[src/rtl/urx_pkg.sv]
package urx_pkg;
    localparam int BYTE_W   = 8;
    localparam int MAC_W    = 48;
    localparam int IP_W     = 32;
    localparam int PORT_W   = 16;
    localparam int LEN_W    = 16;
    localparam int IDX_W    = 6;

    localparam logic [BYTE_W-1:0] PRE_BYTE  = 8'h55;
    localparam logic [BYTE_W-1:0] SFD_BYTE  = 8'hD5;
    localparam logic [15:0]       TYPE_IPV4 = 16'h0800;
    localparam logic [BYTE_W-1:0] VER_IHL   = 8'h45;
    localparam logic [BYTE_W-1:0] PROTO_UDP = 8'h11;
    localparam int UDP_HDR_BYTES = 8;
    localparam int FCS_BYTES     = 4;

    // Header byte positions counted from the byte after the start byte
    localparam int IX_DMAC_END  = 5;
    localparam int IX_SMAC_END  = 11;
    localparam int IX_TYPE_END  = 13;
    localparam int IX_VERIHL    = 14;
    localparam int IX_PROTO     = 23;
    localparam int IX_SIP_END   = 29;
    localparam int IX_DIP_END   = 33;
    localparam int IX_SPORT_END = 35;
    localparam int IX_DPORT_END = 37;
    localparam int IX_ULEN_END  = 39;
    localparam int IX_HDR_END   = 41;

    typedef enum logic [2:0] {
        ST_IDLE, ST_PRE, ST_HDR, ST_PAY, ST_TAIL, ST_DROP
    } rx_state_e;

    typedef struct packed {
        logic [MAC_W-1:0]  src_mac;
        logic [IP_W-1:0]   src_ip;
        logic [PORT_W-1:0] src_port;
        logic [LEN_W-1:0]  pay_len;
    } rx_meta_t;

    function automatic logic [IDX_W-1:0] ix(input int pos);
        return IDX_W'(pos);
    endfunction
endpackage

[src/rtl/urx_hdr_check.sv]
module urx_hdr_check
    import urx_pkg::*;
#(
    parameter bit ACCEPT_BCAST = 1'b1
) (
    input  logic [IDX_W-1:0] hdr_idx,
    input  logic [MAC_W-1:0] win,
    input  logic [MAC_W-1:0] cfg_mac,
    input  logic [IP_W-1:0]  cfg_ip,
    input  logic [PORT_W-1:0] cfg_port,
    output logic             reject
);
    logic mac_bcast;

    generate
        if (ACCEPT_BCAST) begin : g_bcast
            assign mac_bcast = &win;
        end else begin : g_no_bcast
            assign mac_bcast = 1'b0;
        end
    endgenerate

    always_comb begin
        reject = 1'b0;
        case (hdr_idx)
            ix(IX_DMAC_END):  reject = !(win == cfg_mac || mac_bcast);
            ix(IX_TYPE_END):  reject = win[15:0] != TYPE_IPV4;
            ix(IX_VERIHL):    reject = win[7:0] != VER_IHL;
            ix(IX_PROTO):     reject = win[7:0] != PROTO_UDP;
            ix(IX_DIP_END):   reject = win[IP_W-1:0] != cfg_ip;
            ix(IX_DPORT_END): reject = win[PORT_W-1:0] != cfg_port;
            ix(IX_ULEN_END):  reject = win[LEN_W-1:0] < LEN_W'(UDP_HDR_BYTES);
            default:          reject = 1'b0;
        endcase
    end
endmodule

[src/rtl/urx_meta_capture.sv]
module urx_meta_capture
    import urx_pkg::*;
(
    input  logic             clk,
    input  logic             rst,
    input  logic             cap_en,
    input  logic [IDX_W-1:0] hdr_idx,
    input  logic [MAC_W-1:0] win,
    output rx_meta_t         meta
);
    always_ff @(posedge clk) begin
        if (rst) begin
            meta <= '0;
        end else if (cap_en) begin
            case (hdr_idx)
                ix(IX_SMAC_END):  meta.src_mac  <= win;
                ix(IX_SIP_END):   meta.src_ip   <= win[IP_W-1:0];
                ix(IX_SPORT_END): meta.src_port <= win[PORT_W-1:0];
                ix(IX_ULEN_END):  meta.pay_len  <= win[LEN_W-1:0] - LEN_W'(UDP_HDR_BYTES);
                default: ;
            endcase
        end
    end
endmodule

[src/rtl/urx_pay_track.sv]
module urx_pay_track
    import urx_pkg::*;
#(
    parameter int LW       = LEN_W,
    parameter int TAIL_MAX = FCS_BYTES
) (
    input  logic          clk,
    input  logic          rst,
    input  logic          load,
    input  logic [LW-1:0] len_in,
    input  logic          pay_step,
    input  logic          tail_step,
    output logic          is_first,
    output logic          is_last,
    output logic          tail_ok
);
    localparam int TW = $clog2(TAIL_MAX + 1);

    logic [LW-1:0] cnt;
    logic [LW-1:0] len;
    logic [TW-1:0] tcnt;

    always_ff @(posedge clk) begin
        if (rst) begin
            cnt  <= '0;
            len  <= '0;
            tcnt <= '0;
        end else if (load) begin
            cnt  <= '0;
            len  <= len_in;
            tcnt <= '0;
        end else begin
            if (pay_step)
                cnt <= cnt + LW'(1);
            if (tail_step && tcnt != TW'(TAIL_MAX))
                tcnt <= tcnt + TW'(1);
        end
    end

    assign is_first = cnt == '0;
    assign is_last  = cnt == len - LW'(1);
    assign tail_ok  = tcnt == TW'(TAIL_MAX);

    // a payload byte is only taken while the count is below the length
    assert_pay_within_len_R6: assert property (@(posedge clk) disable iff (rst)
        pay_step |-> cnt < len);

    // trailing-byte counter never passes its saturation point
    assert_tail_saturates_R7: assert property (@(posedge clk) disable iff (rst)
        tcnt <= TW'(TAIL_MAX));
endmodule

[src/rtl/urx_frame_parser.sv]
module urx_frame_parser
    import urx_pkg::*;
(
    input  logic              clk,
    input  logic              rst,
    input  logic              rx_valid,
    input  logic [7:0]        rx_byte,
    input  logic [47:0]       cfg_mac,
    input  logic [31:0]       cfg_ip,
    input  logic [15:0]       cfg_port,
    output logic              pl_valid,
    output logic [7:0]        pl_data,
    output logic              pl_first,
    output logic              pl_last,
    output logic              frm_done,
    output logic              frm_error,
    output logic [47:0]       rx_src_mac,
    output logic [31:0]       rx_src_ip,
    output logic [15:0]       rx_src_port,
    output logic [15:0]       rx_pay_len
);
    rx_state_e        state;
    logic [IDX_W-1:0] hdr_idx;
    logic [MAC_W-BYTE_W-1:0] shreg;
    logic [MAC_W-1:0] win;
    logic             reject;
    logic             hdr_end;
    logic             trk_load, trk_first, trk_last, trk_tail_ok;
    rx_meta_t         meta;

    assign win     = {shreg, rx_byte};
    assign hdr_end = hdr_idx == ix(IX_HDR_END);
    assign trk_load = state == ST_HDR && rx_valid && hdr_end;

    urx_hdr_check u_check (
        .hdr_idx  (hdr_idx),
        .win      (win),
        .cfg_mac  (cfg_mac),
        .cfg_ip   (cfg_ip),
        .cfg_port (cfg_port),
        .reject   (reject)
    );

    urx_meta_capture u_meta (
        .clk     (clk),
        .rst     (rst),
        .cap_en  (state == ST_HDR && rx_valid),
        .hdr_idx (hdr_idx),
        .win     (win),
        .meta    (meta)
    );

    urx_pay_track u_track (
        .clk       (clk),
        .rst       (rst),
        .load      (trk_load),
        .len_in    (meta.pay_len),
        .pay_step  (state == ST_PAY && rx_valid),
        .tail_step (state == ST_TAIL && rx_valid),
        .is_first  (trk_first),
        .is_last   (trk_last),
        .tail_ok   (trk_tail_ok)
    );

    always_ff @(posedge clk) begin
        if (rst) begin
            shreg <= '0;
        end else if (rx_valid) begin
            shreg <= win[MAC_W-BYTE_W-1:0];
        end
    end

    always_ff @(posedge clk) begin
        if (rst) begin
            state     <= ST_IDLE;
            hdr_idx   <= '0;
            pl_valid  <= 1'b0;
            pl_data   <= '0;
            pl_first  <= 1'b0;
            pl_last   <= 1'b0;
            frm_done  <= 1'b0;
            frm_error <= 1'b0;
        end else begin
            pl_valid  <= 1'b0;
            pl_first  <= 1'b0;
            pl_last   <= 1'b0;
            frm_done  <= 1'b0;
            frm_error <= 1'b0;
            case (state)
                ST_IDLE: begin
                    if (rx_valid)
                        state <= (rx_byte == PRE_BYTE) ? ST_PRE : ST_DROP;
                end
                ST_PRE: begin
                    if (!rx_valid) begin
                        state <= ST_IDLE;
                    end else if (rx_byte == SFD_BYTE) begin
                        state   <= ST_HDR;
                        hdr_idx <= '0;
                    end else if (rx_byte != PRE_BYTE) begin
                        state <= ST_DROP;
                    end
                end
                ST_HDR: begin
                    if (!rx_valid) begin
                        frm_error <= 1'b1;
                        state     <= ST_IDLE;
                    end else if (reject) begin
                        state <= ST_DROP;
                    end else if (hdr_end) begin
                        state <= (meta.pay_len == '0) ? ST_TAIL : ST_PAY;
                    end else begin
                        hdr_idx <= hdr_idx + IDX_W'(1);
                    end
                end
                ST_PAY: begin
                    if (!rx_valid) begin
                        frm_error <= 1'b1;
                        state     <= ST_IDLE;
                    end else begin
                        pl_valid <= 1'b1;
                        pl_data  <= rx_byte;
                        pl_first <= trk_first;
                        pl_last  <= trk_last;
                        if (trk_last)
                            state <= ST_TAIL;
                    end
                end
                ST_TAIL: begin
                    if (!rx_valid) begin
                        frm_done  <= trk_tail_ok;
                        frm_error <= !trk_tail_ok;
                        state     <= ST_IDLE;
                    end
                end
                default: begin
                    if (!rx_valid)
                        state <= ST_IDLE;
                end
            endcase
        end
    end

    assign rx_src_mac  = meta.src_mac;
    assign rx_src_ip   = meta.src_ip;
    assign rx_src_port = meta.src_port;
    assign rx_pay_len  = meta.pay_len;

    // the first and last markers only appear on a payload strobe
    assert_marks_need_valid_R6: assert property (@(posedge clk) disable iff (rst)
        (pl_first || pl_last) |-> pl_valid);

    // nothing is presented in the clock after the final payload byte
    assert_quiet_after_last_R7: assert property (@(posedge clk) disable iff (rst)
        pl_last |=> !pl_valid);

    // done and error are exclusive
    assert_done_err_excl_R11: assert property (@(posedge clk) disable iff (rst)
        !(frm_done && frm_error));

    // the error report lasts one clock
    assert_err_one_clock_R11: assert property (@(posedge clk) disable iff (rst)
        frm_error |=> !frm_error);

    // captured sender fields hold while later payload bytes are shown
    assert_meta_hold_R2: assert property (@(posedge clk) disable iff (rst)
        (pl_valid && !pl_first) |-> ($stable(rx_src_mac) && $stable(rx_src_ip)
                                     && $stable(rx_src_port) && $stable(rx_pay_len)));
endmodule

[config.mk]
export PLATFORM = sky130hd
export DESIGN_NAME = urx_frame_parser
export DESIGN_NICKNAME = d
export VERILOG_FILES = /design/src/rtl/urx_pkg.sv /design/src/rtl/urx_hdr_check.sv /design/src/rtl/urx_meta_capture.sv /design/src/rtl/urx_pay_track.sv /design/src/rtl/urx_frame_parser.sv
export SDC_FILE = /design/constraint.sdc
export NUM_CORES = 1
export LEC_CHECK = 0
export BUFFER_PORTS_ARGS = -buffer_cell sky130_fd_sc_hd__buf_2
export CORE_MARGIN = 2
export CORE_UTILIZATION = 34
export CTS_BUF_LIST = sky130_fd_sc_hd__clkbuf_8
export CTS_CLUSTER_SIZE = 12
export DETAILED_ROUTE_END_ITERATION = 12
export PLACE_DENSITY = 0.52
export SYNTH_ARGS = -nofsm -noshare
export SYNTH_HDL_FRONTEND = slang
export SYNTH_SLANG_ARGS = --single-unit
[constraint.sdc]
create_clock -name clk -period 6.63 [get_ports clk]
set_input_delay 1.326 -clock clk [delete_from_list [all_inputs] [get_ports clk]]
set_output_delay 1.326 -clock clk [all_outputs]
set_load 0.05 [all_outputs]
==> impl_metrics.py <==
metrics = {
    "finish": {
        "layout-drive-gt1-share_pct": 22.5,
        "fillCellCount": 3088,
        "syn_to_final_growth_pct": 20.4,
        "register_area_mm2": 0.00418,
        "nNetsFinal": 1510,
        "multi_input_area_mm2": 0.00562,
    },
    "setup_path": {
        "path_max_fanout": 17,
        "crit_required_ns": 7.13,
        "crit_family": "simple AND/OR/NAND/NOR gates",
        "cpPeakStageDelay_ns": 0.64,
        "worstRegToRegCells": 8,
        "path_buf_inv": 1,
        "r2r_end": "hdr_idx[5]",
        "cp.depth": 9,
        "crit_path_start_kind": "input port",
        "cp_slowest_cell": "or4b_2",
        "endpoint_kind": "flop",
        "cp_data_arrival_time_ns": 4.12,
        "path_cells": "buf_2 -> xor2_1 -> nor4_1 -> nand4_1 -> o211ai_1 -> o2111ai_1 -> o21a_1 -> or4b_2 -> nand2_1",
        "worstSetupPathType": "in -> reg",
        "rrSetupSlack_ns": 3.26,
        "r2r_start": "shreg[5]",
    },
    "floorplan": {
        "dieWidth_um": 178,
        "core_area_mm2": 0.0297,
        "fp.dieH_um": 178,
        "placementRows": 63,
        "die_area_mm2": 0.0316,
        "io_pins": 232,
        "initial_core_util_pct": 34.6,
    },
    "placed_design": {
        "hpwl_mm": 24.5,
        "gp_congestion": 0.893,
        "post-place-ws_ns": 2.44,
        "io_buffers": 231,
    },
    "global_route": {
        "grt_pass1_vias": 9066,
        "grtUsageTotal_pct": 22.1,
        "antenna_found_initial": 7,
        "grt_pass1_wl_mm": 53.4,
        "grt_max_degree": 102,
        "gr-total-overflow": 0,
    },
    "clock_tree": {
        "clockBufferDepth": 3,
        "cts_tree": "built",
        "clkTransAtPathRegs_ns": 0.06,
        "cts_resized": 0,
        "numCtsBuffers": 40,
        "post_cts_buffers": 0,
        "numClockSinks": 209,
        "clockRootBuffer": "clkbuf_8",
        "h-tree-depth": 2,
        "clkLatencyLatePin_ns": 0.56,
        "cts_hold_buf": 0,
    },
    "route": {
        "drtAntennaViolNets": 0,
        "via_count": 9288,
        "routed_wl_mm": 35.1,
        "viasPerCell": 5.14,
        "first_iter_violations": 589,
        "wl_per_cell_um": 19.4,
        "drc": 0,
        "dr.pass1.iters": 5,
    },
    "sta": {
        "postLayoutSetupSlackWorst_ns": 3.01,
        "fin_crit_sh_pct": 54.6,
        "maxSlewHeadroom_pct": 25.5,
        "timing.fmax_mhz": 276,
        "grt_setup_unrepaired": "false",
        "tightest_slew_ns": 1.11,
        "setup_violations": 0,
        "hold_viol_final": 0,
        "period_minus_slack_ns": 3.62,
        "fin_skew_ns": 0.0280,
        "fin_tns_setup_ns": 0,
        "slew_violations": 0,
    },
    "synth": {
        "synthFlopType": "dfxtp_1",
        "ys_async_sr_fraction_pct": 0,
        "syn_avg_cell_area_um2": 8.46,
        "syn-num-nets": 1330,
        "synth_edf_count": 0,
        "synth_cell_type_count": 68,
        "netlist_instances": 1214,
        "yosys_warnings": 0,
        "syn_area_mm2": 0.0103,
        "synth_seq_area_share_pct": 40.8,
        "synth-seq-cells": 209,
    },
    "outcome": {
        "status": "finished clean",
    },
    "worst_hold_path": {
        "hp-class": "reg -> reg",
        "min_to": "pl_data[3]",
        "holdCritStartpoint": "pl_data[3]",
        "min_path_cells": 2,
    },
    "power_and_ir_drop": {
        "vdd_drop_max_mv": 0.128,
        "power_per_cell_area_mw_per_mm2": 221,
        "p_leak_nw": 5.58,
    },
    "job": {
        "maxCapViolations": 0,
    },
}
==> metal layers <==
layer,GRT usage (%),vias to the layer above,share of wire (%)
met5,0,-,0.11
met4,6.08,8,2.3
met3,5.81,75,7.4
met2,36.2,319,46
met1,28.5,4375,45
li1,-,4511,-
==> through the flow <==
step / hold slack, ns / std cells / utilization (%) / area, um^2 / power, mW
finish: 0.452 / 1808 / 41.6 / 12400 / 2.74
global route: 0.470 / 1806 / 41.6 / 12400 / 2.86
detailed placement: 0.446 / 1742 / 39.1 / 11600 / 1.56
floorplan: 0.466 / 1214 / - / 10300 / 1.47
global placement: 0.440 / 1742 / 39.1 / 11600 / 1.56
CTS: 0.454 / 1806 / 41.6 / 12400 / 2.77
==> power by group <==
| group | internal, mW | switching, mW | leakage [nW] |
|---|---|---|---|
| sequential | 1.27 | 0.0348 | 1.69 |
| combinational | 0.0978 | 0.134 | 3.49 |
| clock | 0.640 | 0.558 | 0.410 |
| total | 2.01 | 0.727 | 5.58 |
==> cells in the final DEF (no fill, tap or decap), drive strengths merged, types with 3 or more instances in the layout <==
| cell | Yosys | routed |
|---|---|---|
| nor4 | 39 | 39 |
| nand4 | 29 | 29 |
| nor3 | 25 | 25 |
| inv | 20 | 30 |
| nand2b | 3 | 3 |
| clkbuf | 89 | 47 |
| o32ai | 6 | 6 |
| ha | 9 | 9 |
| xnor2 | 36 | 36 |
| a21oi | 66 | 66 |
| o2111ai | 3 | 3 |
| and4 | 3 | 3 |
| or4 | 5 | 5 |
| nand2 | 153 | 153 |
| a211oi | 12 | 12 |
| nor2b | 10 | 10 |
| nor4bb | 9 | 9 |
| nand3 | 22 | 22 |
| xor2 | 99 | 99 |
| dfxtp | 209 | 209 |
| a31oi | 12 | 12 |
| mux2i | 108 | 108 |
| buf | 16 | 243 |
| clkinv | 0 | 5 |
| o21ai | 12 | 12 |
| and3 | 3 | 3 |
| or3 | 6 | 6 |
| o21a | 3 | 3 |
| nor2 | 165 | 165 |
==> cells in the mapped netlist, types with 2 or more instances <==
cell | n | area (um^2)
dfxtp_1 | 209 | 4180
nor2_1 | 165 | 619
nand2_1 | 153 | 574
mux2i_1 | 108 | 1080
xor2_1 | 99 | 867
clkbuf_1 | 88 | 330
a21oi_1 | 66 | 330
nor4_1 | 37 | 231
xnor2_1 | 36 | 315
nand4_1 | 29 | 181
nor3_1 | 24 | 120
nand3_1 | 22 | 110
inv_1 | 20 | 75.1
a211oi_1 | 12 | 90.1
a31oi_1 | 12 | 75.1
o21ai_0 | 12 | 60.1
buf_1 | 11 | 41.3
nor2b_1 | 10 | 62.6
ha_1 | 9 | 113
nor4bb_1 | 9 | 90.1
o32ai_1 | 6 | 52.6
or3_1 | 5 | 31.3
buf_2 | 4 | 20.0
and3_1 | 3 | 18.8
nand2b_1 | 3 | 18.8
o2111ai_1 | 3 | 26.3
o21a_1 | 3 | 22.5
a21o_1 | 2 | 15.0
a221o_1 | 2 | 20.0
a311oi_1 | 2 | 17.5
and2_1 | 2 | 12.5
and4_1 | 2 | 17.5
nor3b_1 | 2 | 15.0
nor4b_1 | 2 | 17.5
o211a_1 | 2 | 20.0
o211ai_1 | 2 | 15.0
o22ai_1 | 2 | 12.5
o31ai_1 | 2 | 15.0
or2_2 | 2 | 12.5
or3b_2 | 2 | 17.5
or4_1 | 2 | 15.0
or4_4 | 2 | 22.5
==> how the worst max path moves through the flow <==
stage,startpoint,slack [ns],to
6_report,rx_byte[5],3.01,hdr_idx[5]
5_1_grt,rx_byte[5],2.91,hdr_idx[5]
4_1_cts,rx_byte[5],3.01,hdr_idx[5]
3_5_place_dp,rx_byte[5],2.44,hdr_idx[5]
3_3_place_gp,rx_byte[5],2.51,hdr_idx[5]
2_1_floorplan,rx_byte[5],3.07,state[1]
==> cells by family (layout without fill, tap and decap cells) <==
| kind of cell | count (synthesis) | after routing | synth area share (%) |
|---|---|---|---|
| AND/OR/NAND/NOR | 486 | 486 | 22.4 |
| flip-flops | 209 | 209 | 40.8 |
| AO/OA/AOI/OAI | 139 | 139 | 8.53 |
| XOR/XNOR | 136 | 136 | 11.7 |
| buffers and inverters | 125 | 327 | 4.67 |
| multiplexers | 110 | 110 | 10.8 |
| adder cells (fa/ha/maj) | 9 | 9 | 1.10 |
| other | 0 | 2 | 0 |
==> layout make-up <==
class / count / share of cell area [%]
diodes: 2 / 0.0405
clock buffers: 47 / 5.23
clock inverters: 17 / 0.668
inverters: 20 / 0.608
multi-input cells: 880 / 45.5
flip-flops and latches: 209 / 33.9
well taps: 390 / 3.95
repair buffers: 243 / 10.1
==> tightest hold or removal path: stages (launching register included) <==
cell,delay [ns]
dfxtp_1,0.30
nand2_1,0.05
a21oi_1,0.05
==> sequential cells by signal, summed over array words and instances, names as in the netlist, 3 cells and up <==
| register | count |
|---|---|
| state | 3 |
| u_track.cnt | 16 |
| u_track.len | 16 |
| u_meta.meta | 112 |
| u_track.tcnt | 3 |
| shreg | 40 |
| hdr_idx | 6 |
| pl_data | 8 |
Note: power is estimated with default switching activity, not from simulation.
